<file path="config.mk">
export PLATFORM = sky130hd
export DESIGN_NAME = ddr_wrcap_top
export DESIGN_NICKNAME = d
export VERILOG_FILES = /design/src/rtl/ddr_wrcap_pkg.sv /design/src/rtl/ddr_wrcap_lane.sv /design/src/rtl/ddr_wrcap_seq.sv /design/src/rtl/ddr_wrcap_pack.sv /design/src/rtl/ddr_wrcap_top.sv
export SDC_FILE = /design/constraint.sdc
export NUM_CORES = 1
export LEC_CHECK = 0
export ABC_AREA = 1
export BUFFER_PORTS_ARGS = -buffer_cell sky130_fd_sc_hd__buf_2
export CAP_MARGIN = 10
export CORE_MARGIN = 5
export CORE_UTILIZATION = 25
export DETAILED_ROUTE_END_ITERATION = 10
export PLACE_DENSITY = 0.39
export SYNTH_ARGS = -nofsm -noshare
export SYNTH_HDL_FRONTEND = slang
export SYNTH_SLANG_ARGS = --single-unit
</file>
<file path="constraint.sdc">
create_clock -name clk -period 4 [get_ports clk]
set_input_delay 0.2 -clock clk [delete_from_list [all_inputs] [get_ports clk]]
set_output_delay 0.2 -clock clk [all_outputs]
set_load 0.005 [all_outputs]
</file>
<file path="src/rtl/ddr_wrcap_pkg.sv">
package ddr_wrcap_pkg;
  localparam int BL_CODE_W = 2;
  localparam int BEAT_CNT_W = 3;

  function automatic logic [BEAT_CNT_W-1:0] beats_for_code(input logic [BL_CODE_W-1:0] code);
    case (code)
      2'd0:    beats_for_code = 3'd1;
      2'd1:    beats_for_code = 3'd2;
      default: beats_for_code = 3'd4;
    endcase
  endfunction
endpackage

</file>
<file path="src/rtl/ddr_wrcap_lane.sv">
module ddr_wrcap_lane #(
  parameter int BYTE_W = 8
) (
  input  logic              clk,
  input  logic              rst,
  input  logic              rise_en,
  input  logic [BYTE_W-1:0] d_i,
  input  logic              m_i,
  output logic [BYTE_W-1:0] rise_d_o,
  output logic              rise_m_o,
  output logic [BYTE_W-1:0] fall_d_o,
  output logic              fall_m_o
);
  always_ff @(posedge clk) begin
    if (rst) begin
      rise_d_o <= '0;
      rise_m_o <= 1'b1;
    end else if (rise_en) begin
      rise_d_o <= d_i;
      rise_m_o <= m_i;
    end
  end

  always_ff @(negedge clk) begin
    if (rst) begin
      fall_d_o <= '0;
      fall_m_o <= 1'b1;
    end else begin
      fall_d_o <= d_i;
      fall_m_o <= m_i;
    end
  end
endmodule

</file>
<file path="src/rtl/ddr_wrcap_seq.sv">
module ddr_wrcap_seq
  import ddr_wrcap_pkg::*;
#(
  parameter int COL_W = 10
) (
  input  logic                 clk,
  input  logic                 rst,
  input  logic                 wr_cmd_i,
  input  logic [COL_W-1:0]     wr_col_i,
  input  logic [BL_CODE_W-1:0] bl_code_i,
  output logic                 take_o,
  output logic                 cap_valid_o,
  output logic                 cap_last_o,
  output logic [COL_W-1:0]     cap_col_o
);
  logic                  active_q;
  logic [BEAT_CNT_W-1:0] idx_q;
  logic [BEAT_CNT_W-1:0] nbeats_q;
  logic [COL_W-1:0]      base_q;
  logic [COL_W-1:0]      wrap_mask;
  logic [COL_W-1:0]      step_col;
  logic [COL_W-1:0]      cur_col;
  logic                  at_last;

  assign take_o    = active_q;
  assign wrap_mask = COL_W'({nbeats_q, 1'b0}) - COL_W'(1);
  assign step_col  = base_q + COL_W'({idx_q, 1'b0});
  assign cur_col   = ((base_q & ~wrap_mask) | (step_col & wrap_mask)) & ~COL_W'(1);
  assign at_last   = (idx_q == nbeats_q - BEAT_CNT_W'(1));

  always_ff @(posedge clk) begin
    if (rst) begin
      active_q    <= 1'b0;
      idx_q       <= '0;
      nbeats_q    <= BEAT_CNT_W'(1);
      base_q      <= '0;
      cap_valid_o <= 1'b0;
      cap_last_o  <= 1'b0;
      cap_col_o   <= '0;
    end else begin
      cap_valid_o <= active_q;
      cap_last_o  <= active_q && at_last;
      if (active_q) begin
        cap_col_o <= cur_col;
        idx_q     <= idx_q + BEAT_CNT_W'(1);
        if (at_last) active_q <= 1'b0;
      end
      if (wr_cmd_i) begin
        active_q <= 1'b1;
        idx_q    <= '0;
        base_q   <= wr_col_i;
        nbeats_q <= beats_for_code(bl_code_i);
      end
    end
  end

  p_restart_r8: assert property (@(posedge clk) disable iff (rst)
    wr_cmd_i |=> (active_q && idx_q == '0));
  p_count_bound_r5: assert property (@(posedge clk) disable iff (rst)
    active_q |-> (idx_q < nbeats_q));
  p_col_even_r6: assert property (@(posedge clk) disable iff (rst)
    cap_valid_o |-> (cap_col_o[0] == 1'b0));
endmodule

</file>
<file path="src/rtl/ddr_wrcap_pack.sv">
module ddr_wrcap_pack #(
  parameter int LANES  = 2,
  parameter int BYTE_W = 8,
  parameter int COL_W  = 10,
  localparam int HALF_W = LANES * BYTE_W
) (
  input  logic                clk,
  input  logic                rst,
  input  logic                cap_valid_i,
  input  logic                cap_last_i,
  input  logic [COL_W-1:0]    cap_col_i,
  input  logic [HALF_W-1:0]   rise_d_i,
  input  logic [LANES-1:0]    rise_m_i,
  input  logic [HALF_W-1:0]   fall_d_i,
  input  logic [LANES-1:0]    fall_m_i,
  output logic                beat_valid_o,
  output logic [2*HALF_W-1:0] beat_data_o,
  output logic [2*LANES-1:0]  beat_be_o,
  output logic [COL_W-1:0]    beat_col_o,
  output logic                burst_done_o
);
  logic beat_last_q;

  always_ff @(posedge clk) begin
    if (rst) begin
      beat_valid_o <= 1'b0;
      beat_last_q  <= 1'b0;
      beat_data_o  <= '0;
      beat_be_o    <= '0;
      beat_col_o   <= '0;
      burst_done_o <= 1'b0;
    end else begin
      beat_valid_o <= cap_valid_i;
      beat_last_q  <= cap_valid_i && cap_last_i;
      burst_done_o <= beat_valid_o && beat_last_q;
      if (cap_valid_i) begin
        beat_data_o <= {fall_d_i, rise_d_i};
        beat_be_o   <= ~{fall_m_i, rise_m_i};
        beat_col_o  <= cap_col_i;
      end
    end
  end

  p_beat_follows_r4: assert property (@(posedge clk) disable iff (rst)
    cap_valid_i |=> beat_valid_o);
  p_done_after_beat_r7: assert property (@(posedge clk) disable iff (rst)
    burst_done_o |-> $past(beat_valid_o));
endmodule

</file>
<file path="src/rtl/ddr_wrcap_top.sv">
module ddr_wrcap_top
  import ddr_wrcap_pkg::*;
#(
  parameter int LANES  = 2,
  parameter int BYTE_W = 8,
  parameter int COL_W  = 10,
  localparam int HALF_W = LANES * BYTE_W
) (
  input  logic                 clk,
  input  logic                 rst,
  input  logic                 wr_cmd_i,
  input  logic [COL_W-1:0]     wr_col_i,
  input  logic [BL_CODE_W-1:0] bl_code_i,
  input  logic [HALF_W-1:0]    dq_i,
  input  logic [LANES-1:0]     dm_i,
  output logic                 beat_valid_o,
  output logic [2*HALF_W-1:0]  beat_data_o,
  output logic [2*LANES-1:0]   beat_be_o,
  output logic [COL_W-1:0]     beat_col_o,
  output logic                 burst_done_o
);
  logic              take;
  logic              cap_valid;
  logic              cap_last;
  logic [COL_W-1:0]  cap_col;
  logic [HALF_W-1:0] rise_d;
  logic [HALF_W-1:0] fall_d;
  logic [LANES-1:0]  rise_m;
  logic [LANES-1:0]  fall_m;

  ddr_wrcap_seq #(.COL_W(COL_W)) u_seq (
    .clk(clk), .rst(rst), .wr_cmd_i(wr_cmd_i), .wr_col_i(wr_col_i),
    .bl_code_i(bl_code_i), .take_o(take), .cap_valid_o(cap_valid),
    .cap_last_o(cap_last), .cap_col_o(cap_col)
  );

  for (genvar g = 0; g < LANES; g++) begin : g_lane
    ddr_wrcap_lane #(.BYTE_W(BYTE_W)) u_lane (
      .clk(clk), .rst(rst), .rise_en(take),
      .d_i(dq_i[g*BYTE_W +: BYTE_W]), .m_i(dm_i[g]),
      .rise_d_o(rise_d[g*BYTE_W +: BYTE_W]), .rise_m_o(rise_m[g]),
      .fall_d_o(fall_d[g*BYTE_W +: BYTE_W]), .fall_m_o(fall_m[g])
    );
  end

  ddr_wrcap_pack #(.LANES(LANES), .BYTE_W(BYTE_W), .COL_W(COL_W)) u_pack (
    .clk(clk), .rst(rst), .cap_valid_i(cap_valid), .cap_last_i(cap_last),
    .cap_col_i(cap_col), .rise_d_i(rise_d), .rise_m_i(rise_m),
    .fall_d_i(fall_d), .fall_m_i(fall_m), .beat_valid_o(beat_valid_o),
    .beat_data_o(beat_data_o), .beat_be_o(beat_be_o), .beat_col_o(beat_col_o),
    .burst_done_o(burst_done_o)
  );

  p_reset_quiet_r9: assert property (@(posedge clk)
    rst |=> (!beat_valid_o && !burst_done_o));
endmodule

</file>
==> flow_summary.json, run 1 <==
{
  "status": "finished clean",
  "clk_pin_slew_worst_paths_ns": 0.07,
  "syn_area_per_cell_um2": 8.10,
  "vias_per_cell": 4.13,
  "cts_buffers": 9,
  "synth.top_cell.area_share_pct": 55.5,
  "peakVddDrop_mv": 0.198,
  "cts_sinks": 111,
  "fillCellCount": 1767,
  "endpoint_kind": "flop",
  "die_h_um": 137,
  "drt_wl_total_um": 10100,
  "ios": 81,
  "worst-setup-path-type": "in2reg",
  "arrival_ns": 0.90,
  "p_leak_nw": 2.37,
  "hp-start": "wr_col_i[6]",
  "final_core_util_pct": 31.1,
  "hold_depth": 3,
  "drtAntennaViolNets": 0,
  "start_util_pct": 25.4,
  "whs_ns": 0.0716,
  "ys_types": 31,
  "skew_ns": 0.0574,
  "area_delta_synth_final_pct": 22.7,
  "required_ns": 2.28,
  "wl_per_cell_um": 12.7,
  "synth_most_common_cell": "nor2_1",
  "power_density_nw_per_um2": 498,
  "synth-main-ff-cell": "dfxtp_1",
  "rsz0062_at_grt": "no",
  "htreeDepth": 3,
  "yosysTopAreaCell": "dfxtp_1",
  "p_int_w": 0.00179,
  "routabilityCongestion": 0.775,
  "start_kind": "input pin",
  "ys_seq_area_share_pct": 55.5,
  "dp_hpwl_um": 6640,
  "die_x_um": 137,
  "worstPathMaxFanout": 31,
  "slew_headroom_pct": 34.4,
  "syn-cell-area_um2": 4000,
  "dieArea_um2": 18600,
  "syn_inst": 494,
  "setup_viol": 0,
  "power.total_w": 0.00244,
  "ys_seq_elements": 111,
  "whs_endpoint": "u_seq.base_q[6]$_SDFFE_PP0P_",
  "final_area_um2": 4910,
  "r2r_slack_ns": 1.40,
  "drive_gt1_share_pct": 18.5,
  "hold_path_class": "in2reg",
  "io_buffers": 78,
  "place_area_um2": 4550,
  "synthesis.nets": 533,
  "r2r-start": "g_lane[1].u_lane.fall_d_o[2]$_SDFF_NP0_",
  "coreArea_um2": 15800,
  "max_stage_delay_ns": 0.38,
  "grt.overflow.total": 0,
  "drtIter0Drc": 154,
  "yosys-top-cells-area": "dfxtp_1, nor2_1, o21ai_0",
  "nets": 613,
  "ys_warn_count": 0,
  "post_cts_buffers": 0,
  "reg2reg_depth": 2,
  "switchingPower_w": 0.000655,
  "clockRootBuffer": "clkbuf_16",
  "grt_pass1_wl_um": 16300,
  "cp_slowest_cell": "or2_2",
  "drv_slew": 0,
  "worst-slew-pin-transition_ns": 0.985,
  "synth.cells.most_frequent": "nor2_1, dfxtp_1, o21ai_0, inv_1, nand2_1",
  "finalHoldViolations": 0,
  "max-cap-violations": 0,
  "seqPwrFrac_pct": 51.1,
  "clkPwrFrac_pct": 39.6,
  "r2r-end": "u_pack.beat_data_o[26]$_SDFFE_PP0P_",
  "grt_antenna_before_repair": 0,
  "cts_tree": "done",
  "worst-path-buf-inv": 1,
  "grt_pass1_vias": 3228,
  "drc_errors": 0,
  "clock_tree.buffer_depth": 2,
  "async_flop_share_pct": 0,
  "critPathTopFamily": "simple AND/OR/NAND/NOR gates",
  "grt_max_degree": 55,
  "drtPass1Iterations": 4,
  "fin_setup_tns_ns": 0,
  "synth_edf_count": 0,
  "combPwrFrac_pct": 9.4,
  "via_count": 3280,
  "cts-resized-gates": 0,
  "rows": 46,
  "timing.critical_path.cells": "buf_2 > or2_2",
  "holdBufCountCts": 0,
  "swShare_pct": 26.8,
  "crit_start": "rst",
  "grt_util_all_layers_pct": 11.3,
  "clock_latency_ns": 0.41,
  "diodes": 0
}
[metal layers]
metal / share of wire [%] / routed length [um] / GRT usage (%)
met1: 50 / 5080 / 14.7
met4: 2.1 / 208 / 5.32
met2: 44 / 4420 / 17.7
met3: 4.1 / 415 / 2.76
met5: 0 / 0 / 0
[power by group through the flow]
stage | Clock, W | Combinational [W] | Sequential, W
2_1_floorplan | 0.0000291 | 0.000156 | 0.00125
3_3_place_gp | 0.0000291 | 0.000233 | 0.00127
3_5_place_dp | 0.0000291 | 0.000234 | 0.00127
4_1_cts | 0.00100 | 0.000236 | 0.00125
5_1_grt | 0.00106 | 0.000265 | 0.00126
6_report | 0.000967 | 0.000229 | 0.00125
[worst max-delay path by stage]
stage          slack, ns                                      end  cells after the start
2_1_floorplan       1.29     g_lane[0].u_lane.fall_m_o$_SDFF_NP1_                      2
3_3_place_gp        0.95     g_lane[0].u_lane.fall_m_o$_SDFF_NP1_                      2
3_5_place_dp        0.93     g_lane[0].u_lane.fall_m_o$_SDFF_NP1_                      2
4_1_cts             1.36     g_lane[0].u_lane.fall_m_o$_SDFF_NP1_                      2
5_1_grt             1.33  g_lane[1].u_lane.fall_d_o[7]$_SDFF_NP0_                      2
6_report            1.38     g_lane[0].u_lane.fall_m_o$_SDFF_NP1_                      2
[layout by cell type (no fill, tap or decap)]
cell type	synthesis	routed
a21oi_1	30	30
o221ai_1	1	1
a31oi_1	2	2
clkinv_4	0	2
nand3_1	22	22
clkbuf_8	0	1
inv_1	42	59
inv_6	0	1
o21ai_1	2	2
fa_1	1	1
nand4_1	1	1
nor2_1	116	116
nor2_2	1	1
clkinv_1	1	1
dfxtp_1	111	110
nand2_1	36	36
clkbuf_1	13	1
a211oi_1	1	1
xor2_1	3	3
o21ai_2	1	1
nor3_1	2	2
or2_2	3	3
nor2_4	2	2
conb_1	1	1
o21ai_0	75	75
nor3_2	1	1
nand3_2	1	1
ha_1	5	5
dfxtp_2	0	1
xnor2_1	3	3
buf_4	2	3
clkbuf_16	0	10
clkinv_2	0	1
inv_2	1	1
buf_2	11	78
[cell families after synthesis]
group           after synthesis  share of synthesized area (%)
flops                       111                           55.5
other cells                   1                         0.0937
compound gates              112                           14.3
simple gates                185                           19.1
fa+ha+maj                     6                           2.06
xor+xnor                      6                           1.31
buf+inv                      73                           7.62
[registers in the layout, indices dropped and copies added (netlist names)]
name / flops
u_seq.cap_valid_o: 1
u_seq.cap_last_o: 1
g_lane.u_lane.fall_d_o: 16
u_pack.beat_valid_o: 1
u_pack.burst_done_o: 1
u_pack.beat_be_o: 4
g_lane.u_lane.rise_m_o: 2
u_seq.cap_col_o: 9
u_pack.beat_col_o: 9
u_seq.base_q: 9
u_pack.beat_last_q: 1
u_seq.idx_q: 3
u_pack.beat_data_o: 32
u_seq.nbeats_q: 3
g_lane.u_lane.fall_m_o: 2
g_lane.u_lane.rise_d_o: 16
u_seq.take_o: 1
[through the flow]
step           instances  setup WS (ns)
2_1_floorplan        494           1.29
3_3_place_gp         762          0.946
3_5_place_dp         762          0.932
4_1_cts              795           1.36
5_1_grt              795           1.33
6_report             795           1.38
[cell type report]
| cell class | instances | area (um2) | share of cell area (%) |
|---|---|---|---|
| timing repair buffer | 81 | 413 | 8.41 |
| multi-input combinational | 310 | 1480 | 30.1 |
| inverter | 43 | 161 | 3.29 |
| clock inverter | 22 | 98.8 | 2.01 |
| sequential | 111 | 2220 | 45.3 |
| clock buffer | 12 | 268 | 5.45 |
| tap | 216 | 270 | 5.50 |
(Power assumes the default switching activity.)
==> inputs of run 2 (changes only) <==
- PLACE_DENSITY: 0.39 -> 0.4
- clock period: 4 -> 2.3 ns (I/O delays scaled with it)
==> flow_summary.json, run 2 (synthesized netlist as in run 1, its figures left out) <==
{
  "htreeDepth": 3,
  "ios": 81,
  "clk_pin_slew_worst_paths_ns": 0.07,
  "diodes": 0,
  "cts_sinks": 111,
  "cts_buffers": 9,
  "instances_no_fill": 811,
  "dr_wl_met2_um": 4530,
  "drc_errors": 0,
  "power.total_w": 0.00433,
  "max_stage_delay_ns": 0.53,
  "largest_reg_flops": 32,
  "worst-setup-path-type": "in2reg",
  "vias_per_cell": 4.15,
  "hold_depth": 3,
  "dp_cells": 770,
  "grt_pass1_wl_um": 16600,
  "drv_slew": 0,
  "status": "finished clean",
  "drtAntennaViolNets": 0,
  "r2r-start": "u_seq.idx_q[0]$_SDFFE_PP0P_",
  "mostFrequentLayoutCell": "nor2_1",
  "clockRootBuffer": "clkbuf_16",
  "wl_met3_um": 602,
  "hp-start": "wr_col_i[4]",
  "clock_latency_ns": 0.40,
  "wl_met1_um": 4820,
  "clock_tree.buffer_depth": 2,
  "rsz0062_at_grt": "no",
  "skew_ns": 0.0553,
  "grt_max_degree": 33,
  "grt_util_all_layers_pct": 11.4,
  "arrival_ns": 1.05,
  "area_delta_synth_final_pct": 26.8,
  "seq_area_um2": 2220,
  "io_buffers": 78,
  "r2r_slack_ns": 0.50,
  "start_kind": "input pin",
  "cp_slowest_cell": "dlygate4sd3_1",
  "mostFrequentLayoutCells": "nor2_1, dfxtp_1, buf_2, o21ai_0, inv_1",
  "dp_hpwl_um": 7090,
  "post_cts_buffers": 0,
  "reg.largest.list": "u_pack.beat_data_o x32, g_lane.u_lane.fall_d_o x16, g_lane.u_lane.rise_d_o x16",
  "peakVddDrop_mv": 0.342,
  "grt_pass1_vias": 3239,
  "via_count": 3368,
  "fin_setup_tns_ns": 0,
  "setup_viol": 0,
  "wl_per_cell_um": 12.5,
  "drtPass1Iterations": 4,
  "power_density_nw_per_um2": 852,
  "required_ns": 1.43,
  "post-place-ws_ns": 0.285,
  "worstPathMaxFanout": 2,
  "reg2reg_depth": 11,
  "die_h_um": 137,
  "rows": 46,
  "whs_endpoint": "u_seq.base_q[4]$_SDFFE_PP0P_",
  "whs_ns": 0.0197,
  "r2r-end": "u_seq.cap_col_o[7]$_SDFFE_PP0P_",
  "top_layer": "met4",
  "die_x_um": 137,
  "timing.critical_path.cells": "dlygate4sd3_1 > buf_2 > or2_2",
  "dieArea_um2": 18600,
  "endpoint_kind": "flop",
  "drt_wl_total_um": 10100,
  "fillCellCount": 1719,
  "cts_tree": "done",
  "p_leak_nw": 2.45,
  "multi_input_area_um2": 1480,
  "max-cap-violations": 0,
  "grt.overflow.total": 0,
  "holdBufCountCts": 9,
  "drtIter0Drc": 140,
  "start_util_pct": 25.4,
  "finalHoldViolations": 0,
  "worst-path-buf-inv": 2,
  "coreArea_um2": 15800,
  "worst_slack_ns": 0.374,
  "nets": 630,
  "hold_path_class": "in2reg",
  "critPathTopFamily": "buffers and inverters",
  "cts-resized-gates": 0,
  "top_register": "u_pack.beat_data_o",
  "routabilityCongestion": 0.764,
  "grt_antenna_before_repair": 0,
  "drive_gt1_share_pct": 19.2
}
-- run 2: metal layers --
layer	vias up	global-route usage (%)
li1	1776	-
met1	1510	14.9
met2	69	17.7
met3	13	3.01
met4	0	4.93
met5	-	0
-- run 2: how the worst max path moves through the flow --
stage,startpoint,to,slack (ns),cells after the start
global placement,rst,g_lane[0].u_lane.fall_m_o$_SDFF_NP1_,0.29,2
floorplan,rst,g_lane[0].u_lane.fall_m_o$_SDFF_NP1_,0.52,2
CTS,dm_i[1],g_lane[1].u_lane.fall_m_o$_SDFF_NP1_,0.38,3
finish,dm_i[1],g_lane[1].u_lane.fall_m_o$_SDFF_NP1_,0.37,3
global route,u_seq.idx_q[0]$_SDFFE_PP0P_,u_seq.cap_col_o[7]$_SDFFE_PP0P_,0.33,11
detailed placement,rst,g_lane[0].u_lane.fall_m_o$_SDFF_NP1_,0.28,2
-- run 2: per-stage QoR --
| stage | utilization [%] | cell area [um2] |
|---|---|---|
| CTS | 32.2 | 5080 |
| global route | 32.2 | 5080 |
| detailed placement | 29.2 | 4610 |
| floorplan | - | 4000 |
| finish | 32.2 | 5080 |
| global placement | 29.2 | 4610 |
-- run 2: cell type report --
| cell class | count | area share, % |
|---|---|---|
| well taps | 216 | 5.32 |
| multi-input cells | 310 | 29.1 |
| clock buffers | 12 | 5.91 |
| clock inverters | 21 | 1.65 |
| inverters | 43 | 3.18 |
| flip-flops and latches | 111 | 43.8 |
| repair buffers | 98 | 11.1 |
-- run 2: tightest hold or removal path, cell delays in order --
cell and delay [ns]:
buf_2 0.07, nand3_1 0.08, o21ai_0 0.07
-- run 2: report_power, final --
group	internal (W)	total, W	switching [W]
clock	0.000964	0.00173	0.000769
combinational	0.000183	0.000441	0.000259
sequential	0.00207	0.00215	0.0000829
total	0.00322	0.00433	0.00111
